[src/rtl/bist_grp_pkg.sv]
package bist_grp_pkg;

  typedef enum logic [2:0] {
    ST_IDLE   = 3'd0,
    ST_RUN    = 3'd1,
    ST_CHECK  = 3'd2,
    ST_UNLOAD = 3'd3,
    ST_DONE   = 3'd4
  } grp_state_e;

  // Feedback mask (low terms of a primitive polynomial) for a given width.
  function automatic logic [63:0] fb_mask(input int w);
    case (w)
      4:       fb_mask = 64'h3;
      8:       fb_mask = 64'h1D;
      16:      fb_mask = 64'h100B;
      32:      fb_mask = 64'h0040_0007;
      default: fb_mask = 64'h3;
    endcase
  endfunction

endpackage

[src/rtl/bist_prpg.sv]
module bist_prpg #(
  parameter int K = 8
) (
  input  logic         clk,
  input  logic         rst_n,
  input  logic         load,
  input  logic [K-1:0] seed,
  input  logic         adv,
  output logic [K-1:0] q
);
  localparam logic [K-1:0] MASK = K'(bist_grp_pkg::fb_mask(K));

  logic [K-1:0] q_d;

  always_comb begin
    q_d = q;
    if (load)
      q_d = (seed == '0) ? K'(1) : seed;
    else if (adv)
      q_d = {q[K-2:0], 1'b0} ^ ({K{q[K-1]}} & MASK);
  end

  always_ff @(posedge clk or negedge rst_n) begin
    if (!rst_n) q <= K'(1);
    else        q <= q_d;
  end
endmodule

[src/rtl/bist_eqcmp.sv]
module bist_eqcmp #(
  parameter int N = 3,
  parameter int K = 8
) (
  input  logic [N*K-1:0] words,
  output logic           all_eq
);
  logic [N-1:0] same;

  assign same[0] = 1'b1;
  for (genvar i = 1; i < N; i++) begin : g_cmp
    assign same[i] = (words[i*K +: K] == words[K-1:0]);
  end

  assign all_eq = &same;
endmodule

[src/rtl/bist_misr.sv]
module bist_misr #(
  parameter int K = 8
) (
  input  logic         clk,
  input  logic         rst_n,
  input  logic         load,
  input  logic [K-1:0] init,
  input  logic         comp,
  input  logic [K-1:0] din,
  input  logic         shift,
  output logic [K-1:0] q
);
  localparam logic [K-1:0] MASK = K'(bist_grp_pkg::fb_mask(K));

  logic [K-1:0] q_d;

  always_comb begin
    q_d = q;
    if (load)
      q_d = init;
    else if (comp)
      q_d = {q[K-2:0], 1'b0} ^ ({K{q[K-1]}} & MASK) ^ din;
    else if (shift)
      q_d = {q[K-2:0], 1'b0};
  end

  always_ff @(posedge clk or negedge rst_n) begin
    if (!rst_n) q <= '0;
    else        q <= q_d;
  end
endmodule

[src/rtl/bist_group.sv]
module bist_group
  import bist_grp_pkg::*;
#(
  parameter int N  = 3,
  parameter int K  = 8,
  parameter int CW = 16
) (
  input  logic            clk,
  input  logic            rst_n,
  input  logic            test_en,
  input  logic            start,
  input  logic [CW-1:0]   test_len,
  input  logic [K-1:0]    seed_a,
  input  logic [K-1:0]    seed_b,
  input  logic [K-1:0]    misr_init,
  input  logic [K-1:0]    expect_sig,
  input  logic [N*K-1:0]  func_a,
  input  logic [N*K-1:0]  func_b,
  output logic [N*K-1:0]  mut_a,
  output logic [N*K-1:0]  mut_b,
  input  logic [N*K-1:0]  mut_y,
  output logic            busy,
  output logic            done,
  output logic            mismatch,
  output logic            fail,
  output logic            sig_bit,
  output logic            sig_valid
);
  localparam int NP = 2;
  localparam int SW = (K > 2) ? $clog2(K) : 1;

  grp_state_e        st_q, st_d;
  logic [CW-1:0]     cnt_q, cnt_d;
  logic [SW-1:0]     sh_q, sh_d;
  logic              mis_q, mis_d;
  logic              fail_q, fail_d;
  logic              go, run, all_eq;
  logic [K-1:0]      sig;
  logic [NP-1:0][K-1:0] seeds, pats;
  logic [NP-1:0][N*K-1:0] funcs, outs;

  assign go  = start && (st_q == ST_IDLE || st_q == ST_DONE);
  assign run = (st_q == ST_RUN);

  assign seeds = {seed_b, seed_a};
  assign funcs = {func_b, func_a};

  for (genvar p = 0; p < NP; p++) begin : g_port
    bist_prpg #(.K(K)) u_gen (
      .clk  (clk),
      .rst_n(rst_n),
      .load (go),
      .seed (seeds[p]),
      .adv  (run),
      .q    (pats[p])
    );
    for (genvar i = 0; i < N; i++) begin : g_unit
      assign outs[p][i*K +: K] = test_en ? pats[p] : funcs[p][i*K +: K];
    end
  end

  assign mut_a = outs[0];
  assign mut_b = outs[1];

  bist_eqcmp #(.N(N), .K(K)) u_cmp (
    .words (mut_y),
    .all_eq(all_eq)
  );

  bist_misr #(.K(K)) u_sig (
    .clk  (clk),
    .rst_n(rst_n),
    .load (go),
    .init (misr_init),
    .comp (run),
    .din  (mut_y[K-1:0]),
    .shift(st_q == ST_UNLOAD),
    .q    (sig)
  );

  always_comb begin
    st_d   = st_q;
    cnt_d  = cnt_q;
    sh_d   = sh_q;
    mis_d  = mis_q;
    fail_d = fail_q;
    if (go) begin
      cnt_d  = test_len;
      mis_d  = 1'b0;
      fail_d = 1'b0;
      st_d   = (test_len == '0) ? ST_CHECK : ST_RUN;
    end else begin
      case (st_q)
        ST_RUN: begin
          if (!all_eq) mis_d = 1'b1;
          cnt_d = cnt_q - CW'(1);
          if (cnt_q == CW'(1)) st_d = ST_CHECK;
        end
        ST_CHECK: begin
          fail_d = mis_q | (sig != expect_sig);
          sh_d   = SW'(K - 1);
          st_d   = ST_UNLOAD;
        end
        ST_UNLOAD: begin
          sh_d = sh_q - SW'(1);
          if (sh_q == '0) st_d = ST_DONE;
        end
        default: ;
      endcase
    end
  end

  always_ff @(posedge clk or negedge rst_n) begin
    if (!rst_n) begin
      st_q   <= ST_IDLE;
      cnt_q  <= '0;
      sh_q   <= '0;
      mis_q  <= 1'b0;
      fail_q <= 1'b0;
    end else begin
      st_q   <= st_d;
      cnt_q  <= cnt_d;
      sh_q   <= sh_d;
      mis_q  <= mis_d;
      fail_q <= fail_d;
    end
  end

  assign busy      = (st_q == ST_RUN) || (st_q == ST_CHECK) || (st_q == ST_UNLOAD);
  assign done      = (st_q == ST_DONE);
  assign mismatch  = mis_q;
  assign fail      = fail_q;
  assign sig_valid = (st_q == ST_UNLOAD);
  assign sig_bit   = sig_valid & sig[K-1];
endmodule

[config.mk]
export PLATFORM = sky130hd
export DESIGN_NAME = bist_group
export DESIGN_NICKNAME = d
export VERILOG_FILES = /design/src/rtl/bist_grp_pkg.sv /design/src/rtl/bist_prpg.sv /design/src/rtl/bist_eqcmp.sv /design/src/rtl/bist_misr.sv /design/src/rtl/bist_group.sv
export SDC_FILE = /design/constraint.sdc
export NUM_CORES = 1
export LEC_CHECK = 0
export CAP_MARGIN = 30
export CORE_UTILIZATION = 44
export CTS_CLUSTER_SIZE = 30
export DETAILED_ROUTE_END_ITERATION = 10
export PLACE_DENSITY = 0.95
export SLEW_MARGIN = 10
export SYNTH_ARGS = -nofsm -noshare
export SYNTH_HDL_FRONTEND = slang
export SYNTH_HIERARCHICAL = 1
export SYNTH_SLANG_ARGS = --single-unit
[constraint.sdc]
create_clock -name clk -period 4.9 [get_ports clk]
set_input_delay 0.98 -clock clk [delete_from_list [all_inputs] [get_ports clk]]
set_output_delay 0.98 -clock clk [all_outputs]
set_load 0.005 [all_outputs]
Yosys cells after proc, flatten, opt, wreduce, memory -nomap -nowiden --
Index checks and enable logic that the tools add are counted.
Word-level totals: register bits after elaboration 48, bits of input ports 124, output and inout port bits 54, logic and storage cells 74
Operators by class: add/subtract/negate cells 2, eq/ne operators 11, muxes and demuxes 28, bitwise operators 7, reduce and logical (&&, ||, !) cells 18
Operators by type and width (number):
- two-way mux 8 bit | 15
- two-way mux 16 bit | 2
- XOR 8 x 5 -> 8 bit | 3
- == test 16 x 1 -> 1 bit (second input constant) | 1
- == test 8 bit | 2
- logical NOT 16 bit | 1
- logical NOT 8 bit | 2
- subtractor 16 x 1 -> 16 bit (second input constant) | 1
- two-way mux 3 bit | 3
- case mux 3 bit (3 select lines) | 1
- != test 8 bit | 1
- XOR 8 bit | 1
- == test 3 x 2 -> 1 bit (second input constant) | 2
- logical NOT 3 bit | 2
- case mux 3 bit (2 select lines) | 1
- AND reduction 2 bit | 3
- nonzero test 2 bit | 3
- two-way mux 1 bit | 5
- nonzero test 4 bit | 1
- == test 3 x 1 -> 1 bit (second input constant) | 1
- == test 3 bit (second input constant) | 1
- logical OR 1 bit | 3
- != test 3 x 1 -> 1 bit (second input constant) | 1
- != test 3 x 2 -> 1 bit (second input constant) | 1
- other kinds (9) | 9

Depth between registers and ports, before layout --
depth after elaboration 5, gate-level depth with buffers 9

By module --
Netlist, hierarchy kept.
Modules (own cells, without submodules):
- bist_group | instances 1, cells each 287, area each 2014.4 um2, seq. area each 600.6 um2
- bist_prpg | instances 2, cells each 41, area each 420.4 um2, seq. area each 201.4 um2
- bist_misr | instances 1, cells each 56, area each 539.3 um2, seq. area each 200.2 um2
- bist_eqcmp | instances 1, cells each 21, area each 133.9 um2, seq. area each 0.0 um2

Least setup slack after synthesis --
Ideal clock, no wire load.
path type in2reg, from input port start, to register u_sig.q[4], setup time 0.126 ns, data arrival time 2.913 ns, data required time 4.774 ns, path slack 1.861 ns, stages 7, buffers on the path 2, path through or3b_2 -> inv_1 -> clkbuf_1 -> buf_6 -> nor2_1 -> a31o_1 -> a221o_1
Between the ends: word-level cells in the longest chain between the ends 2, elaborated cells between the ends (all ways) 3, classes of those cells 1 x mux; 2 x reduce/logical
Ends and longest elaborated chain:
- from (decl) | RTL line bist_group.sv:11 | input logic start,
- logical AND 1 bit * | RTL line bist_group.sv:42 | assign go = start && (st_q == ST_IDLE || st_q == ST_DONE);
- named net go | RTL line bist_group.sv:37 | logic go, run, all_eq;
- nonzero test 3 bit (no line) or two-way mux 8 bit (tied branches)
- to (signal assigned) | RTL line bist_misr.sv:29 | else q <= q_d;
- to (decl) | RTL line bist_misr.sv:11 | output logic [K-1:0] q
The timed path passes the listed nets; every way through them passes the cells marked *. A chain may end at the register's enable or synchronous reset.

Worst setup path after layout --
from input port test_en, to output port mut_a[8]
Between the ends: word-level cells in the longest chain between the ends 1
Ends and longest elaborated chain:
- from (decl) | RTL line bist_group.sv:10 | input logic test_en,
- two-way mux 8 bit | RTL line bist_group.sv:58 | assign outs[p][i*K +: K] = test_en ? pats[p] : funcs[p][i*K +: K];
- to (decl) | RTL line bist_group.sv:19 | output logic [N*K-1:0] mut_a,
Every way passes these cells.

==> results.cfg <==
[critical_path]
path_class = in -> out
start_kind = input port
critPathRequiredTime_ps = 3920
rrSetupSlack_ps = 1750
crit_path_max_fanout = 56
crit_arrival_ps = 2950
r2r_end = u_sig/q[4]
end_kind = primary output
r2r_cells = 6
r2r_start = st_q[0]

[die]
num_rows = 32
die_h_um = 91.6
core-area_mm2 = 0.00773
start_util = 0.457
die_w_um = 91.6
dieArea_mm2 = 0.00838
ios = 178

[synthesis]
ys_seq_area_frac = 0.341
synth_cells = 446
synth-edff-count = 0
synth-compound-area-share = 0.222
synth_most_common_cell = o21ai_0
synth_fa_ha_area_frac = 0.0142
ys.flop_type = dfrtp_1
synth_xor_area_frac = 0.0546
syn_nets = 574
ys_top_cells_by_count = o21ai_0, inv_1, nand2_1
synth_top_area_frac = 0.326
ys_warn_count = 6
muxShareOfSynthArea = 0.0596
synthTopCellsByArea = dfrtp_1, o21ai_0, inv_1, mux2i_1, nand2_1
ys_ff_latch = 48
yosys.area_share.simple = 0.204
ys_types = 54
synth_area_mm2 = 0.00353
synth_top_family_by_area = compound AO/OA/AOI/OAI gates
synth_top_cell_by_area = dfrtp_1
syn_avg_cell_area_um2 = 7.91
ys_async_sr_fraction = 1.00

[final_layout]
layout-drive-gt1-share = 0.0461
area_growth_syn_to_layout_pct = 53.7
nFillCells = 536
antennaDiodeCount = 0
final_core_util = 0.702
final_area_mm2 = 0.00542
finalNetCount = 735

[clocking]
cts_buffers = 5
clock_path_buffers = 2
cts_resized = 0
ctsHoldBuffers = 0
h-tree-depth = 2
cts_tree = done
cts_setup_buffers = 0
clkTransAtPathRegs_ps = 90
clock_sinks = 48
cts-root-buf = clkbuf_8
clk_latency_ps = 290

[timing]
rsz0062_at_grt = no
fin_tns_setup_ps = 0
fin_crit_ps = 3930
finalCritPeriodShare = 0.803
setup_viol_count_final = 0
fin_ws_ps = 967
hold_viol = 0
slew_violations = 0
slew-limit-headroom = 0.447
max_freq_mhz = 254
worstMarginPinSlew_ps = 828
skew_ps = 6.99
hold_ws_ps = 488

[drt]
wl_per_cell_um = 16.4
vias = 3944
via_per_inst = 5.55
final_antenna_net_count = 0
routed_wl_um = 11700
drc = 0
dr.first_iter.drc_count = 224
drtPass1Iterations = 4

[global_routing]
grt_pass1_wl_um = 18800
grt_use_total = 0.281
overflow = 0
grt_antenna_before_repair = 0
grt_max_degree = 57
grt_pass1_vias = 3976

[placed_design]
gp_congestion = 0.869
pre_cts_ws_ps = 1000
place_area_mm2 = 0.00531
io_buffers = 177
dp_hpwl_um = 9230

[power]
peakVddDrop_mv = 0.152
p_leak_nw = 2.15
power_density_mw_per_mm2 = 182

[min_path]
hold_depth = 1
hold_path_end = sh_q[0]
holdCritStartpoint = sh_q[0]
hold_class = reg -> reg

[flow_run]
cap_violations = 0

[run_status]
status = finished, final reports clean
-- layout by cell type (no fill, tap or decap), drive strengths merged, types with 10 or more instances in the layout --
| cell type | netlist | routed |
|---|---|---|
| nor2 | 14 | 14 |
| xor2 | 10 | 10 |
| nand2 | 55 | 55 |
| dfrtp | 46 | 46 |
| inv | 60 | 60 |
| mux2i | 21 | 21 |
| o211ai | 11 | 11 |
| clkdlybuf4s50 | 0 | 176 |
| xnor2 | 12 | 12 |
| nor3 | 14 | 14 |
| o21ai | 76 | 76 |
-- area by class of cell --
type	count	area [um2]	share of cell area
Clock buffer	6	72.6	0.0134
Sequential cell	48	1200	0.222
Multi-Input combinational cell	310	1960	0.361
Timing Repair Buffer	181	1800	0.331
Tap cell	102	128	0.0235
Clock inverter	2	35.0	0.00646
Inverter	61	229	0.0422
-- registers in the layout (all words and copies together), names as in the netlist --
name / count
u_sig/q: 8
cnt_q: 16
sh_q: 3
fail: 1
mismatch: 1
g_port.u_gen/q: 16
st_q: 3
-- stage by stage --
step	std cells	power, mW
6_report	710	0.985
5_1_grt	710	1.03
4_1_cts	710	0.988
3_5_place_dp	702	0.711
3_3_place_gp	702	0.700
2_1_floorplan	446	0.509
-- worst max path at each step --
stage,to,depth (start not counted),slack [ps],from
final,mut_a[8],5,970,test_en
after global routing,mut_b[0],5,810,test_en
after CTS,mut_b[0],5,1000,test_en
after detailed placement,mut_b[0],5,1000,test_en
after global placement,mut_a[8],5,1100,test_en
after floorplan,u_sig/q[4],7,1860,start
-- routing by layer --
metal	GRT usage	part of all wire
met1	0.301	0.37
met5	0	0
met4	0.142	0.045
met3	0.0561	0.068
met2	0.519	0.52
-- cell families after synthesis --
logic type      after synthesis
compound gates              129
xor+xnor                     22
fa+ha+maj                     4
buf+inv                      88
flops                        48
mux                          21
simple gates                134
-- worst max-delay path, cell delays in order --
cell	delay, ps
clkdlybuf4s50_1	640
buf_4	450
nand2_1	150
o21ai_0	110
clkdlybuf4s50_1	620
-- power by group --
| group | switching [mW] | internal (mW) |
|---|---|---|
| clock network | 0.130 | 0.152 |
| logic | 0.0978 | 0.176 |
| registers | 0.0192 | 0.411 |
| total | 0.247 | 0.738 |
Power figures use the tool's default switching activity.
